<file path="config.mk">
export PLATFORM = sky130hd
export DESIGN_NAME = ts_capture_unit
export DESIGN_NICKNAME = d
export VERILOG_FILES = /design/src/rtl/ts_cap_pkg.sv /design/src/rtl/ts_pin_sync.sv /design/src/rtl/ts_source_qual.sv /design/src/rtl/ts_flag_ctrl.sv /design/src/rtl/ts_snap_regs.sv /design/src/rtl/ts_capture_unit.sv
export SDC_FILE = /design/constraint.sdc
export NUM_CORES = 1
export LEC_CHECK = 0
export ABC_CLOCK_PERIOD_IN_PS = 2400
export BUFFER_PORTS_ARGS = -buffer_cell sky130_fd_sc_hd__buf_2
export CAP_MARGIN = 15
export CORE_MARGIN = 8
export CORE_UTILIZATION = 50
export DETAILED_ROUTE_END_ITERATION = 8
export PLACE_DENSITY = 0.88
export SKIP_CTS_REPAIR_TIMING = 1
export SLEW_MARGIN = 20
export SYNTH_ARGS = -nofsm -noshare
export SYNTH_HDL_FRONTEND = slang
export SYNTH_SLANG_ARGS = --single-unit
</file>
<file path="constraint.sdc">
create_clock -name clk -period 2.4 [get_ports clk]
set_input_delay 0.12 -clock clk [delete_from_list [all_inputs] [get_ports clk]]
set_output_delay 0.12 -clock clk [all_outputs]
set_load 0.01 [all_outputs]
</file>
<file path="src/rtl/ts_cap_pkg.sv">
package ts_cap_pkg;
  localparam int CLR_CAP_BIT = 0;
  localparam int CLR_INT_BIT = 1;
  localparam int CLR_OVF_BIT = 2;
  localparam int CLR_W       = 3;

  function automatic logic f_rise(input logic cur, input logic prev);
    return cur & ~prev;
  endfunction

  function automatic logic f_clear_hit(input logic we, input logic mask_bit);
    return we & ~mask_bit;
  endfunction

  function automatic logic f_last_tick(input int unsigned cnt, input int unsigned lim);
    return cnt == (lim - 1);
  endfunction
endpackage

</file>
<file path="src/rtl/ts_pin_sync.sv">
module ts_pin_sync #(
  parameter int STAGES = 2
) (
  input  logic clk,
  input  logic rst_n,
  input  logic pin_i,
  output logic rise_o
);
  import ts_cap_pkg::*;

  logic [STAGES:0] chain;

  always_ff @(posedge clk or negedge rst_n) begin
    if (!rst_n) chain <= '0;
    else        chain <= {chain[STAGES-1:0], pin_i};
  end

  assign rise_o = f_rise(chain[STAGES-1], chain[STAGES]);

  assert_single_pulse_R2: assert property (@(posedge clk) disable iff (!rst_n)
    rise_o |=> !rise_o);
endmodule

</file>
<file path="src/rtl/ts_source_qual.sv">
module ts_source_qual #(
  parameter int NSRC = 3
) (
  input  logic [NSRC-1:0] src_i,
  input  logic [NSRC-1:0] en_i,
  input  logic [NSRC-1:0] internal_mask_i,
  output logic            evt_o,
  output logic            evt_int_o
);
  logic [NSRC-1:0] live;

  for (genvar g = 0; g < NSRC; g++) begin : g_src
    assign live[g] = src_i[g] & en_i[g];
  end

  assign evt_o     = |live;
  assign evt_int_o = |(live & internal_mask_i);
endmodule

</file>
<file path="src/rtl/ts_flag_ctrl.sv">
module ts_flag_ctrl #(
  parameter int SYNC_TICKS = 2
) (
  input  logic       clk,
  input  logic       rst_n,
  input  logic       evt_i,
  input  logic       evt_int_i,
  input  logic       tick_i,
  input  logic       clr_we_i,
  input  logic [2:0] clr_data_i,
  output logic       snap_we_o,
  output logic       flag_cap_o,
  output logic       flag_int_o,
  output logic       flag_ovf_o
);
  import ts_cap_pkg::*;

  localparam int CNT_W = $clog2(SYNC_TICKS + 1);

  logic             pend, pend_int;
  logic [CNT_W-1:0] cnt;
  logic             busy, done_evt, ovf_evt;
  logic             clr_cap, clr_int, clr_ovf;

  assign busy     = flag_cap_o | pend;
  assign snap_we_o = evt_i & ~busy;
  assign ovf_evt  = evt_i & busy;
  assign done_evt = pend & tick_i & f_last_tick(int'(cnt), SYNC_TICKS);
  assign clr_cap  = f_clear_hit(clr_we_i, clr_data_i[CLR_CAP_BIT]);
  assign clr_int  = f_clear_hit(clr_we_i, clr_data_i[CLR_INT_BIT]);
  assign clr_ovf  = f_clear_hit(clr_we_i, clr_data_i[CLR_OVF_BIT]);

  always_ff @(posedge clk or negedge rst_n) begin
    if (!rst_n) begin
      pend <= 1'b0; pend_int <= 1'b0; cnt <= '0;
    end else if (snap_we_o) begin
      pend <= 1'b1; pend_int <= evt_int_i; cnt <= '0;
    end else if (pend && tick_i) begin
      if (done_evt) begin
        pend <= 1'b0; cnt <= '0;
      end else begin
        cnt <= cnt + 1'b1;
      end
    end
  end

  always_ff @(posedge clk or negedge rst_n) begin
    if (!rst_n) begin
      flag_cap_o <= 1'b0; flag_int_o <= 1'b0; flag_ovf_o <= 1'b0;
    end else begin
      if (done_evt)                flag_cap_o <= 1'b1;
      else if (clr_cap && !evt_i)  flag_cap_o <= 1'b0;
      if (done_evt && pend_int)    flag_int_o <= 1'b1;
      else if (clr_int)            flag_int_o <= 1'b0;
      if (ovf_evt)                 flag_ovf_o <= 1'b1;
      else if (clr_ovf)            flag_ovf_o <= 1'b0;
    end
  end

  assert_ovf_on_busy_R6: assert property (@(posedge clk) disable iff (!rst_n)
    (evt_i && busy) |=> flag_ovf_o);
  assert_flag_after_wait_R5: assert property (@(posedge clk) disable iff (!rst_n)
    $rose(flag_cap_o) |-> ($past(pend) && $past(tick_i)));
  assert_collision_keeps_R8: assert property (@(posedge clk) disable iff (!rst_n)
    (flag_cap_o && evt_i) |=> (flag_cap_o && flag_ovf_o));
  assert_int_with_cap_R3: assert property (@(posedge clk) disable iff (!rst_n)
    $rose(flag_int_o) |-> flag_cap_o);
endmodule

</file>
<file path="src/rtl/ts_snap_regs.sv">
module ts_snap_regs #(
  parameter int SS_W   = 16,
  parameter int TIME_W = 22,
  parameter int DATE_W = 24
) (
  input  logic              clk,
  input  logic              rst_n,
  input  logic              we_i,
  input  logic [SS_W-1:0]   ss_i,
  input  logic [TIME_W-1:0] time_i,
  input  logic [DATE_W-1:0] date_i,
  output logic [SS_W-1:0]   ss_o,
  output logic [TIME_W-1:0] time_o,
  output logic [DATE_W-1:0] date_o
);
  always_ff @(posedge clk or negedge rst_n) begin
    if (!rst_n) begin
      ss_o <= '0; time_o <= '0; date_o <= '0;
    end else if (we_i) begin
      ss_o <= ss_i; time_o <= time_i; date_o <= date_i;
    end
  end

  assert_hold_when_busy_R6: assert property (@(posedge clk) disable iff (!rst_n)
    !we_i |=> ($stable(ss_o) && $stable(time_o) && $stable(date_o)));
  assert_load_on_accept_R1: assert property (@(posedge clk) disable iff (!rst_n)
    we_i |=> (time_o == $past(time_i) && date_o == $past(date_i)));
endmodule

</file>
<file path="src/rtl/ts_capture_unit.sv">
module ts_capture_unit #(
  parameter int SS_W        = 16,
  parameter int TIME_W      = 22,
  parameter int DATE_W      = 24,
  parameter int SYNC_STAGES = 2,
  parameter int SYNC_TICKS  = 2
) (
  input  logic              clk,
  input  logic              rst_n,
  input  logic              tick_i,
  input  logic [SS_W-1:0]   cal_subsec_i,
  input  logic [TIME_W-1:0] cal_time_i,
  input  logic [DATE_W-1:0] cal_date_i,
  input  logic              stamp_pin_i,
  input  logic              pin_en_i,
  input  logic              vbat_evt_i,
  input  logic              int_stamp_en_i,
  input  logic              tamper_evt_i,
  input  logic              tamper_stamp_en_i,
  input  logic              irq_en_i,
  input  logic              clr_we_i,
  input  logic [2:0]        clr_data_i,
  output logic [SS_W-1:0]   snap_subsec_o,
  output logic [TIME_W-1:0] snap_time_o,
  output logic [DATE_W-1:0] snap_date_o,
  output logic              flag_cap_o,
  output logic              flag_int_o,
  output logic              flag_ovf_o,
  output logic              irq_o
);
  localparam int NSRC = 3;

  logic pin_rise;
  logic evt_any, evt_int;
  logic snap_we;

  ts_pin_sync #(.STAGES(SYNC_STAGES)) u_pin (
    .clk(clk), .rst_n(rst_n), .pin_i(stamp_pin_i), .rise_o(pin_rise)
  );

  ts_source_qual #(.NSRC(NSRC)) u_qual (
    .src_i({tamper_evt_i, vbat_evt_i, pin_rise}),
    .en_i({tamper_stamp_en_i, int_stamp_en_i, pin_en_i}),
    .internal_mask_i(3'b010),
    .evt_o(evt_any),
    .evt_int_o(evt_int)
  );

  ts_flag_ctrl #(.SYNC_TICKS(SYNC_TICKS)) u_flags (
    .clk(clk), .rst_n(rst_n), .evt_i(evt_any), .evt_int_i(evt_int),
    .tick_i(tick_i), .clr_we_i(clr_we_i), .clr_data_i(clr_data_i),
    .snap_we_o(snap_we), .flag_cap_o(flag_cap_o), .flag_int_o(flag_int_o),
    .flag_ovf_o(flag_ovf_o)
  );

  ts_snap_regs #(.SS_W(SS_W), .TIME_W(TIME_W), .DATE_W(DATE_W)) u_snap (
    .clk(clk), .rst_n(rst_n), .we_i(snap_we),
    .ss_i(cal_subsec_i), .time_i(cal_time_i), .date_i(cal_date_i),
    .ss_o(snap_subsec_o), .time_o(snap_time_o), .date_o(snap_date_o)
  );

  assign irq_o = flag_cap_o & irq_en_i;

  assert_irq_follows_en_R9: assert property (@(posedge clk) disable iff (!rst_n)
    (!irq_en_i |-> !irq_o));
endmodule

</file>
==> run_results.csv, run 1 <==
group,metric,value,unit
clocking,insertion_delay,0.32,ns
global_routing,overflow,0,
die,die_w,93.9,um
timing,relSlewSlack,0.537,
timing,min_period,1.77,ns
synth,syn_inst,166,
setup_path,cp.arrival,1.98,ns
final_layout,drive_above_1_share,0.699,
die,ios,142,
drt,wl_per_cell,17.6,um
timing,max_freq,566,MHz
die,rows,28,
global_routing,grt_start_max_net_pins,42,
timing,final_hold_viol_count,0,
placement,place.gp.congestion,0.758,
pwr,total_power,5210,uW
final_layout,final_cell_mix,"141 x buf_2, 72 x dfrtp_1, 58 x mux2_4",
die,die_area,8810,sq um
final_layout,num_antenna_cells,0,
synth,syn_area,3030,sq um
synth,synthMuxAreaShare,0.305,
drt,drc,0,
final_layout,layout_commonest_cell,"buf_2",
global_routing,grt_pass1_wl,10900,um
final_layout,n_fill_cell,431,
hold_path,hp-class,"input pin to flip-flop",
clocking,cts_sinks,72,
timing,fin_worst_skew,0.00660,ns
clocking,clk_pin_slew_worst_paths,0.08,ns
final_layout,areaGrowthSynthToFinish,30.9,%
synth,ys_ff_latch,72,
clocking,clock_path_buffers,2,
placement,io_buffers,141,
setup_path,crit_path_max_fanout,26,
setup_path,critical_path.endpoint_type,"flip-flop",
clocking,cts_made_buffers,9,
timing,tns,0,ns
clocking,cts_tree,"done",
drt,drt_first_pass_iters,4,
clocking,htree_levels,3,
drt,drt-total-wl,6980,um
setup_path,crit_required,2.61,ns
timing,slew_viol_final,0,
global_routing,antenna_found_initial,0,
die,die_h,93.9,um
timing,timing.final.crit_share,0.736,
drt,drt_iter0_drc,40,
drt,via_per_inst,4.81,
pwr,power_density,1310,nW/um^2
timing,tightest_slew,0.695,ns
drt,vias,1911,
setup_path,crit_path_cell_trace,"nor2_1 -> a21boi_4 -> buf_4 -> mux2_2",
final_layout,seq_area,1800,sq um
synth,yosysUniqueCellTypes,22,
status,status,"finished clean",
synth,yosys.area_share.simple,0.0268,
global_routing,first_global_vias,2170,
synth,yosysSeqAreaShare,0.594,
synth,synth_top_family_by_area,"multiplexers",
setup_path,cpMaxStageDelayCell,"dfrtp_1",
hold_path,min_path_cells,2,
final_layout,multi_input_area,1100,sq um
drt,ant_nets,0,
final_layout,num-nets-final,393,
timing,setup_viol,0,
flow_run,maxCapViolCount,0,
placement,hpwl,5480,um
setup_path,startpoint_type,"flip-flop",
setup_path,critPathKind,"flip-flop to flip-flop",
timing,rsz0062_at_grt,"false",
synth,syn_avg_cell_area,18.3,sq um
pwr,peakVddDrop,0.625,mV
setup_path,worst-r2r-cell-count,4,
pwr,p_leak,0.00207,uW
setup_path,max_stage_delay,0.43,ns
synth,synth_fp_nets,242,
synth,synth_warnings,0,
global_routing,grt.total_usage,0.159,
synth,synthAdderAreaFrac,0,
die,start_util,0.515,
synth,synth_xor_area_frac,0.00289,
die,coreArea,5890,sq um
synth,synth_compound_area_frac,0.0264,
clocking,root_buffer,"clkbuf_8",
==> report_power, final <==
group | internal [uW] | switching (uW) | total [uW]
clock | 428 | 427 | 855
sequential | 1800 | 337 | 2130
combinational | 1310 | 915 | 2220
==> stage by stage <==
| step | instances | hold slack (ns) | cell area (sq um) | util | setup WS (ns) |
|---|---|---|---|---|---|
| after floorplan | 166 | -0.176 | 3030 | - | 0.932 |
| after global placement | 378 | 0.190 | 3760 | 0.638 | 0.714 |
| after detailed placement | 378 | 0.212 | 3760 | 0.638 | 0.646 |
| after CTS | 394 | -0.152 | 3940 | 0.669 | 0.627 |
| after global routing | 397 | 0.00101 | 3970 | 0.674 | 0.544 |
| final | 397 | 0.0203 | 3970 | 0.674 | 0.634 |
==> layer usage <==
layer,global-route usage,share of wire
met2,0.266,0.49
met1,0.189,0.42
met4,0.0647,0.015
met3,0.0448,0.075
met5,0,0
==> sequential cells by signal, summed over array words and instances, names as in the netlist <==
name	count
u_snap.ss_o	16
u_flags.cnt	2
u_flags.pend	1
u_flags.flag_ovf_o	1
u_snap.time_o	22
u_flags.flag_cap_o	1
u_flags.flag_int_o	1
u_snap.date_o	24
u_flags.pend_int	1
u_pin.chain	3
==> cells in the mapped netlist <==
library cell,count,area [sq um]
inv_1,1,3.75
xor2_1,1,8.76
nand2b_1,3,18.8
o21ai_0,1,5.00
o22a_1,1,8.76
buf_6,1,11.3
mux2i_1,1,10.0
nor2_1,3,11.3
nand4b_1,1,8.76
buf_12,6,120
a21boi_2,1,11.3
a22o_1,1,8.76
dfrtp_1,72,1800
nand3_1,1,5.00
and2_1,1,6.26
a21o_1,2,15.0
nand3b_4,1,20.0
nand2_1,3,11.3
mux2_2,4,45.0
a21oi_1,2,10.0
mux2_4,58,871
a22oi_4,1,21.3
==> logic make-up (layout without fill, tap and decap cells) <==
logic type / after synthesis / in the layout
DFF: 72 / 72
and+or+nand+nor: 13 / 13
xor gates and xnor gates: 1 / 1
buffers and inverters: 8 / 164
muxes: 63 / 63
AOI/OAI and AO/OA: 9 / 9
==> final timing paths <==
check / end / start / slack [ns]
max in group asynchronous: u_snap.ss_o[4] / rst_n / 1.36
min in group asynchronous: u_snap.time_o[2] / rst_n / 0.39
min reg2reg: u_pin.chain[1] / u_pin.chain[0] / 0.36
max: u_snap.time_o[10] / u_flags.pend / 0.63
min: u_snap.time_o[18] / cal_time_i[18] / 0.02
max reg2reg: u_snap.time_o[10] / u_flags.pend / 0.63
==> cell type report <==
cell class	count	share of cell area
Timing Repair Buffer	147	0.197
Multi-Input combinational cell	86	0.278
Clock inverter	5	0.00788
Sequential cell	72	0.454
Inverter	1	0.000946
Tap cell	75	0.0236
Clock buffer	11	0.0381
==> critical path, delay by kind of cell (launching register included) <==
family	cells	cell delay [ns]
DFF	1	0.43
and+or+nand+nor	1	0.16
muxes	1	0.39
AOI/OAI and AO/OA	1	0.24
buffers and inverters	1	0.43
No activity file was read; power rests on OpenSTA's default activity.
==> inputs of run 2 (changes only) <==
--- a/config.mk
+++ b/config.mk
@@ -5,13 +5,13 @@
 export SDC_FILE = /design/constraint.sdc
 export NUM_CORES = 1
 export LEC_CHECK = 0
-export ABC_CLOCK_PERIOD_IN_PS = 2400
+export ABC_CLOCK_PERIOD_IN_PS = 1500
 export BUFFER_PORTS_ARGS = -buffer_cell sky130_fd_sc_hd__buf_2
 export CAP_MARGIN = 15
 export CORE_MARGIN = 8
-export CORE_UTILIZATION = 50
+export CORE_UTILIZATION = 42
 export DETAILED_ROUTE_END_ITERATION = 8
-export PLACE_DENSITY = 0.88
+export PLACE_DENSITY = 0.79
 export SKIP_CTS_REPAIR_TIMING = 1
 export SLEW_MARGIN = 20
 export SYNTH_ARGS = -nofsm -noshare
==> constraint.sdc (replaced) <==
create_clock -name clk -period 1.5 [get_ports clk]
set_input_delay 0.075 -clock clk [delete_from_list [all_inputs] [get_ports clk]]
set_output_delay 0.075 -clock clk [all_outputs]
set_load 0.01 [all_outputs]
==> run 2 against run 1 <==
Compared with the run above: the flow now finishes with violations (negative setup slack); die area rose by 16%; maximum frequency rose by 16%; non-clock buffer count rose by 76; via count rose by 18%; cell count rose by 25%; clock power rose by 95%.
==> run_results.csv, run 2 (same netlist as run 1, synthesis figures left out) <==
group,metric,value,unit
status,status,"finished, violations left",
status,violations,"negative setup slack",
die,rows,31,
setup_path,critPathTopFamily,"flip-flops",
timing,tns,-0.231,ns
setup_path,crit_path_max_fanout,8,
hold_path,min_path_cells,3,
drt,ant_nets,0,
setup_path,critPathBufInv,2,
placement,hpwl,5140,um
timing,slew_viol_final,0,
clocking,cts_made_buffers,9,
final_layout,final_cell_mix,"141 x buf_2, 72 x dfrtp_1, 65 x dlygate4sd3_1",
global_routing,grt_start_max_net_pins,73,
setup_path,startpoint_type,"flip-flop",
global_routing,first_global_vias,2169,
final_layout,drive_above_1_share,0.603,
drt,via_per_inst,4.55,
setup_path,cpMaxStageDelayCell,"dfrtp_1",
setup_path,r2r_slack,-0.02,ns
setup_path,cp.arrival,1.74,ns
placement,dp_slack,-0.143,ns
drt,vias,2259,
drt,drt_iter0_drc,44,
timing,rsz0062_at_grt,"true",
hold_path,hp-class,"input pin to flip-flop",
drt,drc,0,
die,start_util,0.425,
final_layout,areaGrowthSynthToFinish,61.9,%
drt,drt-total-wl,9130,um
timing,min_period,1.52,ns
setup_path,reg2reg_from,"u_flags.flag_cap_o",
pwr,p_leak,0.00247,uW
final_layout,layout_commonest_cell,"buf_2",
global_routing,antenna_found_initial,0,
timing,final_hold_viol_count,0,
final_layout,num-nets-final,469,
clocking,clock_path_buffers,2,
drt,wl_per_cell,18.4,um
clocking,cts_sinks,72,
placement,io_buffers,141,
timing,layout_setup_ws,-0.0170,ns
hold_path,min_to,"u_flags.pend_int",
die,ios,142,
pwr,peakVddDrop,1.14,mV
die,coreArea,7140,sq um
die,die_h,101,um
timing,tightest_slew,0.371,ns
setup_path,crit_path_cell_trace,"nor2_2 -> a21boi_4 -> buf_4 -> clkbuf_16 -> mux2_4",
clocking,insertion_delay,0.34,ns
global_routing,grt_pass1_wl,10800,um
setup_path,r2r-end,"u_snap.time_o[20]",
final_layout,largest_register_ffs,24,
placement,place.gp.congestion,0.726,
flow_run,maxCapViolCount,0,
clocking,cts_tree,"done",
clocking,htree_levels,3,
die,die_area,10200,sq um
drt,drt_first_pass_iters,4,
hold_path,hold_start,"vbat_evt_i",
timing,max_freq,659,MHz
setup_path,critPathKind,"flip-flop to flip-flop",
die,die_w,101,um
timing,fin_worst_skew,0.00957,ns
setup_path,crit_required,1.72,ns
final_layout,top_register,"u_snap.date_o",
final_layout,num_antenna_cells,0,
global_routing,overflow,0,
timing,timing.final.crit_share,1.01,
setup_path,worst-r2r-cell-count,5,
timing,hold_slack,0.0165,ns
pwr,power_density,1880,nW/um^2
timing,relSlewSlack,0.752,
clocking,clk_pin_slew_worst_paths,0.08,ns
setup_path,max_stage_delay,0.40,ns
setup_path,critical_path.endpoint_type,"flip-flop",
timing,setup_viol,37,
pwr,total_power,9230,uW
global_routing,grt.total_usage,0.135,
final_layout,reg_top3,"u_snap.date_o x24, u_snap.time_o x22, u_snap.ss_o x16",
clocking,root_buffer,"clkbuf_8",
run 2: how the worst max path moves through the flow:
stage                        from           endpoint  slack (ns)  cells after the start
6_report       u_flags.flag_cap_o  u_snap.time_o[20]       -0.02                      5
5_1_grt              u_flags.pend     u_snap.ss_o[6]        -0.1                      5
4_1_cts              u_flags.pend  u_snap.time_o[10]       -0.15                      4
3_5_place_dp         u_flags.pend  u_snap.time_o[10]       -0.14                      4
3_3_place_gp         u_flags.pend  u_snap.time_o[10]       -0.08                      4
2_1_floorplan  u_flags.flag_cap_o   u_snap.date_o[0]        0.03                      5
run 2: final cells by class:
cell class                      instances  area, sq um
Tap cell                               99          124
Timing Repair Buffer                  223         1640
Inverter                                1         3.75
Fill cell                             527         2230
Clock buffer                           10          138
Multi-Input combinational cell         86         1120
Sequential cell                        72         1800
Clock inverter                          6         82.6
run 2: routing by layer:
metal  share of wire  GRT usage  vias up
met5               0          0        -
met4           0.017     0.0584        0
met3           0.063     0.0477       14
met2            0.55      0.223       84
met1            0.37      0.155     1127
li1                -          -     1034
run 2: stage by stage:
step           instances  utilization  area, sq um
2_1_floorplan        166            -         3030
6_report             497        0.688         4910
4_1_cts              421        0.568         4050
5_1_grt              497        0.688         4910
3_5_place_dp         405        0.537         3830
3_3_place_gp         405        0.537         3830
run 2: power breakdown:
part | switching, uW | total, uW | internal [uW]
clock network | 696 | 1670 | 973
registers | 564 | 3440 | 2880
logic | 1630 | 4120 | 2480
run 2: worst reg2reg max path, cell delays in order (launching register included):
cell	delay, ns
dfrtp_1	0.40
nor2_2	0.13
a21boi_4	0.23
buf_4	0.17
clkbuf_16	0.16
mux2_4	0.31
==> inputs of run 3 (changes only) <==
--- a/config.mk
+++ b/config.mk
@@ -5,13 +5,15 @@
 export SDC_FILE = /design/constraint.sdc
 export NUM_CORES = 1
 export LEC_CHECK = 0
-export ABC_CLOCK_PERIOD_IN_PS = 1500
+export ABC_CLOCK_PERIOD_IN_PS = 1950
 export BUFFER_PORTS_ARGS = -buffer_cell sky130_fd_sc_hd__buf_2
 export CAP_MARGIN = 15
+export CORE_ASPECT_RATIO = 1.25
 export CORE_MARGIN = 8
-export CORE_UTILIZATION = 42
+export CORE_UTILIZATION = 50
 export DETAILED_ROUTE_END_ITERATION = 8
-export PLACE_DENSITY = 0.79
+export PLACE_DENSITY = 0.88
+export REMOVE_ABC_BUFFERS = 1
 export SKIP_CTS_REPAIR_TIMING = 1
 export SLEW_MARGIN = 20
 export SYNTH_ARGS = -nofsm -noshare
==> constraint.sdc (replaced) <==
create_clock -name clk -period 1.95 [get_ports clk]
set_input_delay 0.0975 -clock clk [delete_from_list [all_inputs] [get_ports clk]]
set_output_delay 0.0975 -clock clk [all_outputs]
set_load 0.01 [all_outputs]
==> run 3 against run 2 <==
Compared with the run above: the flow now finishes without violations; combinational power decreased by 31%; flip-flop and latch count is the same; design area is 6.4% lower; clock power decreased by 24%; critical path type unchanged; largest power group unchanged.
==> run_results.csv, run 3 (same netlist as run 1, synthesis figures left out) <==
group,metric,value,unit
hold_path,hold_start,"cal_time_i[1]",
final_layout,layout_commonest_cell,"buf_2",
drt,drc,0,
die,rows,31,
clocking,cts_made_buffers,9,
global_routing,first_global_vias,2238,
clocking,insertion_delay,0.34,ns
timing,min_period,1.70,ns
final_layout,design_area,4600,sq um
clocking,htree_levels,3,
timing,slew_viol_final,0,
flow_run,maxCapViolCount,0,
die,die_area,8830,sq um
placement,io_buffers,141,
final_layout,num_antenna_cells,0,
placement,place.gp.congestion,0.785,
timing,tns,0,ns
timing,relSlewSlack,0.750,
setup_path,critPathTopFamily,"flip-flops",
setup_path,max_stage_delay,0.43,ns
global_routing,antenna_found_initial,0,
pwr,peakVddDrop,0.883,mV
drt,drt_first_pass_iters,4,
placement,hpwl,5020,um
setup_path,startpoint_type,"flip-flop",
global_routing,grt.total_usage,0.161,
pwr,p_switching,2150,uW
final_layout,drive_above_1_share,0.591,
drt,vias,2175,
setup_path,critPathLaunch,"u_flags.flag_cap_o",
die,die_h,103,um
timing,hold_slack,0.0155,ns
pwr,power_density,1480,nW/um^2
setup_path,worst-r2r-cell-count,4,
die,start_util,0.521,
setup_path,cp.arrival,1.92,ns
setup_path,crit_cells,4,
clocking,cts_sinks,72,
hold_path,min_path_cells,2,
setup_path,crit_required,2.17,ns
global_routing,grt_start_max_net_pins,73,
drt,via_per_inst,4.87,
drt,wl_per_cell,18.1,um
drt,drt-total-wl,8070,um
pwr,p_leak,0.00233,uW
setup_path,crit_path_cell_trace,"nor2_1 -> a21boi_4 -> buf_12 -> mux2_2",
setup_path,cpMaxStageDelayCell,"dfrtp_1",
timing,setup_viol,0,
drt,drt_iter0_drc,56,
global_routing,overflow,0,
drt,ant_nets,0,
setup_path,critPathBufInv,1,
final_layout,num-nets-final,452,
setup_path,critPathKind,"flip-flop to flip-flop",
timing,max_freq,587,MHz
placement,placed_area,3760,sq um
clocking,cts_tree,"done",
die,ios,142,
timing,timing.final.crit_share,0.874,
final_layout,reg_top3,"u_snap.date_o x24, u_snap.time_o x22, u_snap.ss_o x16",
pwr,comb_power_share,0.420,
pwr,sw_frac_of_total,0.317,
clocking,clk_pin_slew_worst_paths,0.08,ns
pwr,p_int,4630,uW
final_layout,top_register,"u_snap.date_o",
status,status,"finished clean",
final_layout,areaGrowthSynthToFinish,51.6,%
global_routing,grt_pass1_wl,11000,um
die,coreArea,5820,sq um
setup_path,crit_path_max_fanout,35,
timing,rsz0062_at_grt,"false",
final_layout,final_core_util,0.790,
hold_path,hp-class,"input pin to flip-flop",
die,die_w,85.7,um
timing,fin_worst_skew,0.00937,ns
final_layout,largest_register_ffs,24,
pwr,clockPowerShare,0.188,
setup_path,reg2reg_from,"u_flags.flag_cap_o",
final_layout,instances_no_fill,447,
clocking,root_buffer,"clkbuf_8",
final_layout,final_cell_mix,"141 x buf_2, 72 x dfrtp_1, 62 x dlygate4sd3_1",
clocking,clock_path_buffers,2,
setup_path,critical_path.endpoint_type,"flip-flop",
timing,final_hold_viol_count,0,
timing,tightest_slew,0.376,ns
pwr,power_frac_seq,0.392,
placement,dp_cells,369,
[run 3: cell types whose count changed in the layout (fill, tap and decap cells not counted), moves of 3 or more]
| cell | delta |
|---|---|
| buf_6 | -3 |
| buf_4 | -4 |
| mux2_2 | +4 |
| dlygate4sd3_1 | -3 |
| clkinv_4 | +3 |
| mux2_4 | -4 |
| clkbuf_16 | -5 |
[run 3: worst reg2reg max path, delay by kind of cell (launching register included)]
| kind | cells | cell delay [ns] |
|---|---|---|
| AOI/OAI and AO/OA | 1 | 0.29 |
| buffers and inverters | 1 | 0.29 |
| DFF | 1 | 0.43 |
| muxes | 1 | 0.39 |
| and+or+nand+nor | 1 | 0.19 |
[run 3: path summary, 6_finish.rpt]
check / endpoint / slack [ns]
setup / recovery: u_snap.time_o[10] / 0.25
hold / removal: u_snap.time_o[1] / 0.02
setup reg to reg: u_snap.time_o[10] / 0.25
hold reg to reg: u_pin.chain[1] / 0.35
max in group asynchronous: u_snap.ss_o[2] / 1.32
min in group asynchronous: u_snap.time_o[0] / 0.31
[run 3: metrics by stage]
stage	power (uW)	worst slack, ns
5_1_grt	7140	0.205
2_1_floorplan	4360	-1.85
3_5_place_dp	5400	0.288
3_3_place_gp	5290	0.383
6_report	6790	0.246
4_1_cts	6720	0.251
[run 3: power groups by stage]
stage	logic, uW	registers [uW]	clock network (uW)
2_1_floorplan	1420	2930	0
3_3_place_gp	2690	2600	0
3_5_place_dp	2780	2620	0
4_1_cts	2780	2640	1310
5_1_grt	3030	2740	1370
6_report	2850	2660	1270
[run 3: layer usage]
| layer | up-vias | track usage | wire [um] |
|---|---|---|---|
| met4 | 0 | 0.0757 | 94 |
| met2 | 86 | 0.275 | 4310 |
| met1 | 1082 | 0.179 | 3150 |
| met5 | - | 0 | 0 |
| li1 | 997 | - | - |
| met3 | 10 | 0.0502 | 511 |
[run 3: area by class of cell]
class | count | area [sq um]
tap | 66 | 82.6
inverter | 1 | 3.75
sequential | 72 | 1800
fill | 340 | 1220
timing repair buffer | 206 | 1390
clock buffer | 9 | 124
clock inverter | 7 | 96.3
multi-input combinational | 86 | 1100
